===== src/rtl/uart_word_tx_pkg.sv =====
package uart_word_tx_pkg;
  localparam int BYTE_W     = 8;
  localparam int FRAME_BITS = BYTE_W + 3;

  // LSB-first frame: start(0), data, odd parity, stop(1)
  function automatic logic [FRAME_BITS-1:0] build_frame(input logic [BYTE_W-1:0] b);
    return {1'b1, ~^b, b, 1'b0};
  endfunction
endpackage


===== src/rtl/uart_word_fifo.sv =====
module uart_word_fifo #(
  parameter int W     = 32,
  parameter int DEPTH = 8
) (
  input  logic         clk_i,
  input  logic         rst_ni,
  input  logic         push_i,
  input  logic [W-1:0] data_i,
  input  logic         pop_i,
  output logic [W-1:0] data_o,
  output logic         full_o,
  output logic         empty_o
);
  localparam int AW = (DEPTH > 1) ? $clog2(DEPTH) : 1;
  localparam int CW = $clog2(DEPTH + 1);

  logic [W-1:0]  mem [DEPTH];
  logic [AW-1:0] wr_ptr, rd_ptr;
  logic [CW-1:0] count;
  logic          push_ok, pop_ok;

  function automatic logic [AW-1:0] nxt(input logic [AW-1:0] p);
    return (p == AW'(DEPTH - 1)) ? '0 : p + 1'b1;
  endfunction

  assign full_o  = (count == CW'(DEPTH));
  assign empty_o = (count == '0);
  assign push_ok = push_i && !full_o;
  assign pop_ok  = pop_i && !empty_o;
  assign data_o  = mem[rd_ptr];

  always_ff @(posedge clk_i) begin
    if (push_ok) mem[wr_ptr] <= data_i;
  end

  always_ff @(posedge clk_i or negedge rst_ni) begin
    if (!rst_ni) begin
      wr_ptr <= '0;
      rd_ptr <= '0;
      count  <= '0;
    end else begin
      if (push_ok) wr_ptr <= nxt(wr_ptr);
      if (pop_ok)  rd_ptr <= nxt(rd_ptr);
      case ({push_ok, pop_ok})
        2'b10:   count <= count + 1'b1;
        2'b01:   count <= count - 1'b1;
        default: count <= count;
      endcase
    end
  end
endmodule


===== src/rtl/uart_baud_gen.sv =====
module uart_baud_gen #(
  parameter int CLKS_PER_BIT = 434
) (
  input  logic clk_i,
  input  logic rst_ni,
  input  logic run_i,
  output logic tick_o
);
  localparam int CW = (CLKS_PER_BIT > 1) ? $clog2(CLKS_PER_BIT) : 1;

  logic [CW-1:0] cnt;

  assign tick_o = run_i && (cnt == CW'(CLKS_PER_BIT - 1));

  always_ff @(posedge clk_i or negedge rst_ni) begin
    if (!rst_ni)               cnt <= '0;
    else if (!run_i || tick_o) cnt <= '0;
    else                       cnt <= cnt + 1'b1;
  end
endmodule


===== src/rtl/uart_frame_tx.sv =====
module uart_frame_tx
  import uart_word_tx_pkg::*;
#(
  parameter int WORD_W = 32
) (
  input  logic              clk_i,
  input  logic              rst_ni,
  input  logic              avail_i,
  input  logic [WORD_W-1:0] word_i,
  input  logic              tick_i,
  output logic              pop_o,
  output logic              busy_o,
  output logic              tx_o
);
  localparam int NBYTES = WORD_W / BYTE_W;
  localparam int BYW    = (NBYTES > 1) ? $clog2(NBYTES) : 1;
  localparam int BTW    = $clog2(FRAME_BITS);

  logic [FRAME_BITS-1:0] sh;
  logic [WORD_W-1:0]     word_q;
  logic [BTW-1:0]        bit_cnt;
  logic [BYW-1:0]        byte_cnt;
  logic                  active, last_bit, last_byte, word_done;

  assign last_bit  = (bit_cnt == BTW'(FRAME_BITS - 1));
  assign last_byte = (byte_cnt == BYW'(NBYTES - 1));
  assign word_done = active && tick_i && last_bit && last_byte;
  // reload on the stop-bit end so words run back to back
  assign pop_o     = avail_i && (!active || word_done);
  assign busy_o    = active;
  assign tx_o      = active ? sh[0] : 1'b1;

  always_ff @(posedge clk_i or negedge rst_ni) begin
    if (!rst_ni) begin
      active   <= 1'b0;
      sh       <= '1;
      word_q   <= '0;
      bit_cnt  <= '0;
      byte_cnt <= '0;
    end else if (pop_o) begin
      active   <= 1'b1;
      word_q   <= word_i;
      sh       <= build_frame(word_i[BYTE_W-1:0]);
      bit_cnt  <= '0;
      byte_cnt <= '0;
    end else if (active && tick_i) begin
      if (!last_bit) begin
        sh      <= {1'b1, sh[FRAME_BITS-1:1]};
        bit_cnt <= bit_cnt + 1'b1;
      end else if (!last_byte) begin
        word_q   <= word_q >> BYTE_W;
        sh       <= build_frame(word_q[2*BYTE_W-1:BYTE_W]);
        bit_cnt  <= '0;
        byte_cnt <= byte_cnt + 1'b1;
      end else begin
        active <= 1'b0;
      end
    end
  end
endmodule


===== src/rtl/uart_word_tx.sv =====
module uart_word_tx #(
  parameter int CLK_HZ     = 50_000_000,
  parameter int BAUD_RATE  = 115_200,
  parameter int FIFO_DEPTH = 8,
  parameter int WORD_W     = 32
) (
  input  logic              clk_i,
  input  logic              rst_ni,
  input  logic              wr_en_i,
  input  logic [WORD_W-1:0] wr_data_i,
  output logic              full_o,
  output logic              empty_o,
  output logic              tx_o
);
  localparam int CLKS_PER_BIT = CLK_HZ / BAUD_RATE;

  logic [WORD_W-1:0] head_word;
  logic              fifo_pop, tx_busy, bit_tick;

  uart_word_fifo #(.W(WORD_W), .DEPTH(FIFO_DEPTH)) u_fifo (
    .clk_i   (clk_i),
    .rst_ni  (rst_ni),
    .push_i  (wr_en_i),
    .data_i  (wr_data_i),
    .pop_i   (fifo_pop),
    .data_o  (head_word),
    .full_o  (full_o),
    .empty_o (empty_o)
  );

  uart_baud_gen #(.CLKS_PER_BIT(CLKS_PER_BIT)) u_baud (
    .clk_i  (clk_i),
    .rst_ni (rst_ni),
    .run_i  (tx_busy),
    .tick_o (bit_tick)
  );

  uart_frame_tx #(.WORD_W(WORD_W)) u_frame (
    .clk_i   (clk_i),
    .rst_ni  (rst_ni),
    .avail_i (!empty_o),
    .word_i  (head_word),
    .tick_i  (bit_tick),
    .pop_o   (fifo_pop),
    .busy_o  (tx_busy),
    .tx_o    (tx_o)
  );
endmodule


===== config.mk =====
export PLATFORM = sky130hd
export DESIGN_NAME = uart_word_tx
export DESIGN_NICKNAME = d
export VERILOG_FILES = /design/src/rtl/uart_word_tx_pkg.sv /design/src/rtl/uart_word_fifo.sv /design/src/rtl/uart_baud_gen.sv /design/src/rtl/uart_frame_tx.sv /design/src/rtl/uart_word_tx.sv
export SDC_FILE = /design/constraint.sdc
export NUM_CORES = 1
export LEC_CHECK = 0
export BUFFER_PORTS_ARGS = -buffer_cell sky130_fd_sc_hd__buf_2
export CORE_ASPECT_RATIO = 0.7
export CORE_MARGIN = 3
export CORE_UTILIZATION = 63
export DETAILED_ROUTE_END_ITERATION = 8
export PLACE_DENSITY = 0.8
export SYNTH_ARGS = -nofsm -noshare
export SYNTH_HDL_FRONTEND = slang
export SYNTH_HIERARCHICAL = 1
export SYNTH_SLANG_ARGS = --single-unit

===== constraint.sdc =====
create_clock -name clk_i -period 9.5 [get_ports clk_i]
set_clock_uncertainty 0.1 [all_clocks]
set_input_delay 0.475 -clock clk_i [delete_from_list [all_inputs] [get_ports clk_i]]
set_output_delay 0.475 -clock clk_i [all_outputs]
set_load 0.02 [all_outputs]

Yosys cells after proc, flatten, opt, wreduce, memory -nomap -nowiden
Memory sizes are Yosys's and may differ from the RTL's.
Cells that the tools add are included.

word-level totals
  bits in registers = 69
  output and inout bits = 3
  logic and storage cells = 76
  input port bits = 35
  memory bits (writable) = 256
  memories kept = 1

cells by class
  muxes and demuxes = 27
  add/subtract/negate cells = 7
  eq/ne operators = 10
  reduce and logical (&&, ||, !) cells = 22

memory list
  name        depth  bits a word  rd ports  clocked after Yosys merged registers in  write ports  RTL line              source
  u_fifo.mem  8      32           1         0                                        1            uart_word_fifo.sv:17  logic [W-1:0] mem [DEPTH];

operators by type and width
  operator             count
  $mux 32              4
  $mux 11              4
  $mux 4               4
  $reduce_xnor 8->1    2
  $add 9x1->9 const B  1
  $eq 9x9->1 const B   1
  $mux 9               1
  $add 4x1->4 const B  2
  $eq 4x4->1 const B   2
  $mux 2               4
  $pmux 4 s2           1
  $reduce_bool 2->1    4
  $logic_and 1x1->1    7
  $mux 1               7
  $add 3x1->3 const B  2
  $eq 3x3->1 const B   2
  $mux 3               2
  $reduce_and 3->1     2
  $eq 2x2->1 const B   2
  $logic_not 4->1      1
  $sub 4x1->4 const B  1
  $logic_not 1->1      3
  $ne 3x3->1 const B   1
  $add 2x1->2 const B  1
  4 further kinds      5

Logic depth before layout (Yosys ltp)
  depth after elaboration = 10
  gate-level depth with buffers = 17
  gate-level depth less buffers = 15

By module
Netlist, hierarchy kept.

by module, submodules not included
  module          area an instance (µm²)  cells an instance  times used  sequential area each (µm²)
  uart_word_fifo  10303.6                 440                1           7937.6
  uart_frame_tx   2239.6                  216                1           1038.5
  uart_baud_gen   486.7                   48                 1           225.2
  uart_word_tx    3.8                     1                  1           0.0

Worst setup path after synthesis
OpenSTA, ideal clock, no wires.

  kind = reg-to-reg
  start point = register u_fifo.count[3]
  end point = memory u_fifo.mem[0][0], enable pin
  stages on the path, launching flop included = 4
  slack = 5.087 ns
  library setup time = 0.501 ns
  arrival time = 3.812 ns
  path buffers = 0
  data required time = 8.899 ns
  period minus slack after synthesis = 4.413 ns
  path through = dfrtp_1 > or4b_4 > nand2_2 > nor4_1

on the way
  cells in the longest elaborated chain, start to end = 5

ends and longest elaborated chain
  what                          RTL line              source
  from (decl)                   uart_word_fifo.sv:19  logic [CW-1:0] count;
  from (signal assigned)        uart_word_fifo.sv:45  2'b10: count <= count + 1'b1;
  from (signal assigned)        uart_word_fifo.sv:46  2'b01: count <= count - 1'b1;
  from (signal assigned)        uart_word_fifo.sv:47  default: count <= count;
  $eq 4x4->1                    uart_word_fifo.sv:26  assign full_o = (count == CW'(DEPTH));
  $logic_not 1->1               uart_word_fifo.sv:28  assign push_ok = push_i && !full_o;
  $logic_and 1x1->1             uart_word_fifo.sv:28
  $mux 1                        uart_word_fifo.sv:33  if (push_ok) mem[wr_ptr] <= data_i;
  $mux 1 (not written as such)  uart_word_fifo.sv:33
  to (decl)                     uart_word_fifo.sv:17

Every way passes these cells.

Final worst setup path
  start point = register u_baud.cnt[2]
  end point = register u_fifo.count[3]

on the way
  cells in the longest elaborated chain, start to end = 10
  elaborated cells on any way between the ends = 12
  those cells by class = eq/ne (3); mux (1); reduce/logical (8)

ends and longest elaborated chain
  what                                                    RTL line              source
  from (decl)                                             uart_baud_gen.sv:11   logic [CW-1:0] cnt;
  from (signal assigned)                                  uart_baud_gen.sv:18   else cnt <= cnt + 1'b1;
  $eq 9x9->1 (*)                                          uart_baud_gen.sv:13   assign tick_o = run_i && (cnt == CW'(CLKS_PER_BIT - 1));
  $logic_and 1x1->1 (*)                                   uart_baud_gen.sv:13
  net bit_tick                                            uart_word_tx.sv:18    logic fifo_pop, tx_busy, bit_tick;
  $logic_and 1x1->1 (*) (3 in a row)                      uart_frame_tx.sv:27   assign word_done = active && tick_i && last_bit && last_byte;
  $logic_or 1x1->1 (*)                                    uart_frame_tx.sv:29   assign pop_o = avail_i && (!active || word_done);
  $logic_and 1x1->1 (*)                                   uart_frame_tx.sv:29
  net fifo_pop                                            uart_word_tx.sv:18
  $logic_and 1x1->1 (*)                                   uart_word_fifo.sv:29  assign pop_ok = pop_i && !empty_o;
  net u_fifo.pop_ok                                       uart_word_fifo.sv:20  logic push_ok, pop_ok;
  $eq 2x1->1 / $eq 2x2->1 (equally long branches)         uart_word_fifo.sv:44  case ({push_ok, pop_ok})
  $pmux 4 s2 / $reduce_bool 2->1 (equally long branches)  --

The timed path passes the listed nets; every way through them passes the cells marked *.
A chain may end at the register's enable or synchronous reset.

==> metrics <==
outcome finished clean; Avg Inst Size Synth 18.49 µm²; clock tree buffer depth 3; reg2reg path depth 13; share of layout cells above drive strength 1 0.3196; highest achievable clock rate around 210 MHz; Avg WL per Cell between 20 and 25 µm; dpl hpwl about 14000 µm; clock buffers created by TritonCTS 29; global-route wire length before repair a little under 40000 µm; Synth Flop Type edfxtp_1; fin cells around 1000; largest net degree at the start of global routing 61; clk_lat worst skew around 0.56 ns; RR Endpoint u_fifo/count[3]; Remaining Overflow, GRT 0; worst path required time between 9 and 10 ns; initial antenna violation count 0; Worst Hold Class in2reg; post-synthesis register bit count 316; Clock Sinks 316; vias per cell 6.249; Levels on crit path 13; DRC viols 0; die boundary height 126.3 µm; die span in x around 180 µm; Worst-path clk slew 0.06 ns; max cap viols 0; crit path launch type register; Global Route Usage Sum 0.2279; Place WS 4.955 ns; setup_tns 0 ns; Placed Instances around 1000; Netlist Area Pre-Place 13030 µm²; CTS tree yes; Ports 38; Critical Path Sink u_fifo/count[3]; sequential fraction of the synthesis area 0.7060; dpl cell area around 13000 µm²; period utilisation layout 0.4922; Reg-to-Reg Start u_baud/cnt[2]; Pwr Density 225.5 nW/µm²; CP Class reg2reg; worst-path maximum fanout 26; H-tree Lvls 1; Worst Slack Setup Final 4.825 ns; Starting Density 0.6495; total leakage power between 5 and 6 nW; clock root cell clkbuf_16; Worst VDD drop between 0.00015 and 0.0002 V; Worst Path Buf+Inv 2; setup violators final 0; number of global-route vias before repair 6883; post-route cell area about 14000 µm²; CP arrival between 4 and 5 ns; Area growth syn-to-layout 10.90%; drt initial violations approximately 690; hold_ws a little under 0.08 ns; Worst setup EP type register; worst-path cell with the longest stage delay nor4_1; Yosys cell types just under 60; max-slew violation count 0; Synth warnings 6; Die ar. around 22000 µm²; worst-path cell chain or3_4 > nor4_1 > nand4b_4 > o21a_1 > nand2b_4 > inv_12 > o41ai_2 > inv_1 > ha_1 > ha_1 > or4b_1 > o311ai_0 > o211ai_1; Crit path top cell by count ha_1; Rows 43; Fin. Hold Viols 0; total number of vias between 6000 and 7000; Core Region 20070 µm²; CP delay by family, top simple AND/OR/NAND/NOR gates; slowest stage delay, CP 0.72 ns; EDFF count, synth between 200 and 300; ys async rst share 0.1899; fin crit period between 4 and 5 ns; Mapped Cells approximately 710; Slew HR 0.1516; fin nets 804; worst-margin pin slew roughly 1.3 ns; Routed Antenna Nets 0; crit path from u_baud/cnt[2]; fillers roughly 1200; number of iterations in the first detailed-routing pass 5; Final GP Congestion roughly 0.75; Buffers on Ports 37; Total Wirelength 24450 µm; antenna cells 0; Reg2Reg Setup Slack around 4.8 ns; postcts setup bufs 0; syn nets ~750; unrepaired setup endpoints after global routing false
==> timing repair <==
| action | CTS | global route |
|---|---|---|
| gates resized for setup | 0 | 0 |
| hold buffers | 1 | 0 |
| endpoints found under the hold margin | 34 | 0 |
==> per-stage QoR <==
step / power, mW / utilization
floorplan: 1.961 / -
global placement: 2.084 / 0.6716
detailed placement: 2.113 / 0.6716
CTS: 3.285 / 0.7202
global route: 3.375 / 0.7202
finish: 3.259 / 0.7202
==> routing by layer <==
metal  GRT usage  vias to the layer above  wire length (µm)  part of all wire
li1            -                     2896                 -                 -
met1      0.3290                     3385             10240              0.42
met2      0.3675                      225             12050              0.49
met3     0.03920                       49              1515             0.062
met4     0.06599                        0               637             0.026
met5           0                        -                 0                 0
==> sequential cells by signal (all words and copies together) (netlist names) <==
name,count
u_fifo/mem,256
u_frame/word_q,24
u_frame/sh,10
u_baud/cnt,9
u_fifo/count,4
u_frame/bit_cnt,4
u_fifo/rd_ptr,3
u_fifo/wr_ptr,3
u_frame/byte_cnt,2
u_frame/busy_o,1
==> power breakdown <==
part | leakage [nW] | total, mW | internal [mW] | switching, mW
clock | 0.474 | 1.17 | 0.691 | 0.483
combinational | 1.62 | 0.333 | 0.118 | 0.215
sequential | 3.04 | 1.75 | 1.69 | 0.0635
total | 5.13 | 3.26 | 2.50 | 0.762
==> synthesized netlist by cell type (2+ instances only) <==
cell type,n,area [µm²]
a22o_1,9,78.83
dfstp_2,10,262.8
o21ai_1,3,15.01
nand3_1,8,40.04
mux2_2,41,461.7
mux2i_1,9,90.09
or3_1,3,18.77
o21ai_0,15,75.07
dfrtp_1,50,1251
edfxtp_1,256,7687
clkbuf_1,7,26.28
o211ai_1,2,15.01
nor2_1,28,105.1
buf_12,2,40.04
mux4_2,64,1441
o22ai_1,2,12.51
a21oi_1,18,90.09
mux2_1,3,33.78
nor3b_1,3,22.52
a21oi_2,22,192.7
buf_2,12,60.06
ha_1,12,150.1
buf_6,5,56.30
buf_8,3,45.04
nor4_1,3,18.77
a31oi_1,3,18.77
nor3_1,5,25.02
xnor2_1,12,105.1
inv_1,15,56.30
nand2b_1,5,31.28
a21o_1,2,15.01
o311ai_0,2,17.52
o21a_1,2,15.01
xor2_1,7,61.31
buf_1,3,11.26
nand2_1,37,138.9
==> cell usage in the layout (no fill, tap or decap), drive strengths merged, types with 3 or more instances in the layout <==
cell type / netlist / layout
nand3: 8 / 8
nand2: 38 / 38
dfstp: 10 / 10
a21oi: 40 / 40
nor3b: 3 / 3
edfxtp: 256 / 256
or3: 4 / 4
dfrtp: 50 / 50
nand2b: 6 / 6
ha: 12 / 12
mux2i: 9 / 9
nor3: 5 / 5
mux2: 44 / 44
nor2: 28 / 28
a31oi: 3 / 3
xnor2: 12 / 12
clkinv: 0 / 7
bufinv: 0 / 4
xor2: 7 / 7
inv: 16 / 17
a22o: 9 / 9
mux4: 64 / 64
o21ai: 18 / 18
clkbuf: 7 / 42
nor4: 3 / 3
buf: 25 / 51
==> cell type report <==
class / count / area [µm²] / share of cell area
repair buffers: 52 / 300.3 / 0.02078
inverters: 16 / 72.57 / 0.005021
multi-input cells: 341 / 3570 / 0.2470
clock inverters: 12 / 172.7 / 0.01195
flip-flops and latches: 316 / 9206 / 0.6369
clock buffers: 42 / 794.5 / 0.05497
well taps: 270 / 337.8 / 0.02337
==> cells by family after synthesis <==
family                     synth area share
muxes                                0.1555
buffers and inverters               0.02390
DFF                                  0.7060
adders and majority gates           0.01306
and+or+nand+nor                     0.04195
AOI/OAI and AO/OA                   0.04685
xor gates and xnor gates            0.01277
==> worst min path at each step <==
stage,start,to,slack [ns],depth (start not counted)
global placement,u_frame/sh[6],u_frame/sh[6],0.35,2
floorplan,rst_ni,u_baud/cnt[0],0.08,0
global route,wr_data_i[26],u_fifo/mem[2][26],0.08,1
CTS,wr_data_i[9],u_fifo/mem[3][9],0.05,1
detailed placement,u_frame/sh[7],u_frame/sh[7],0.36,2
finish,wr_data_i[9],u_fifo/mem[5][9],0.08,1
No activity file was read; power rests on OpenSTA's default activity.
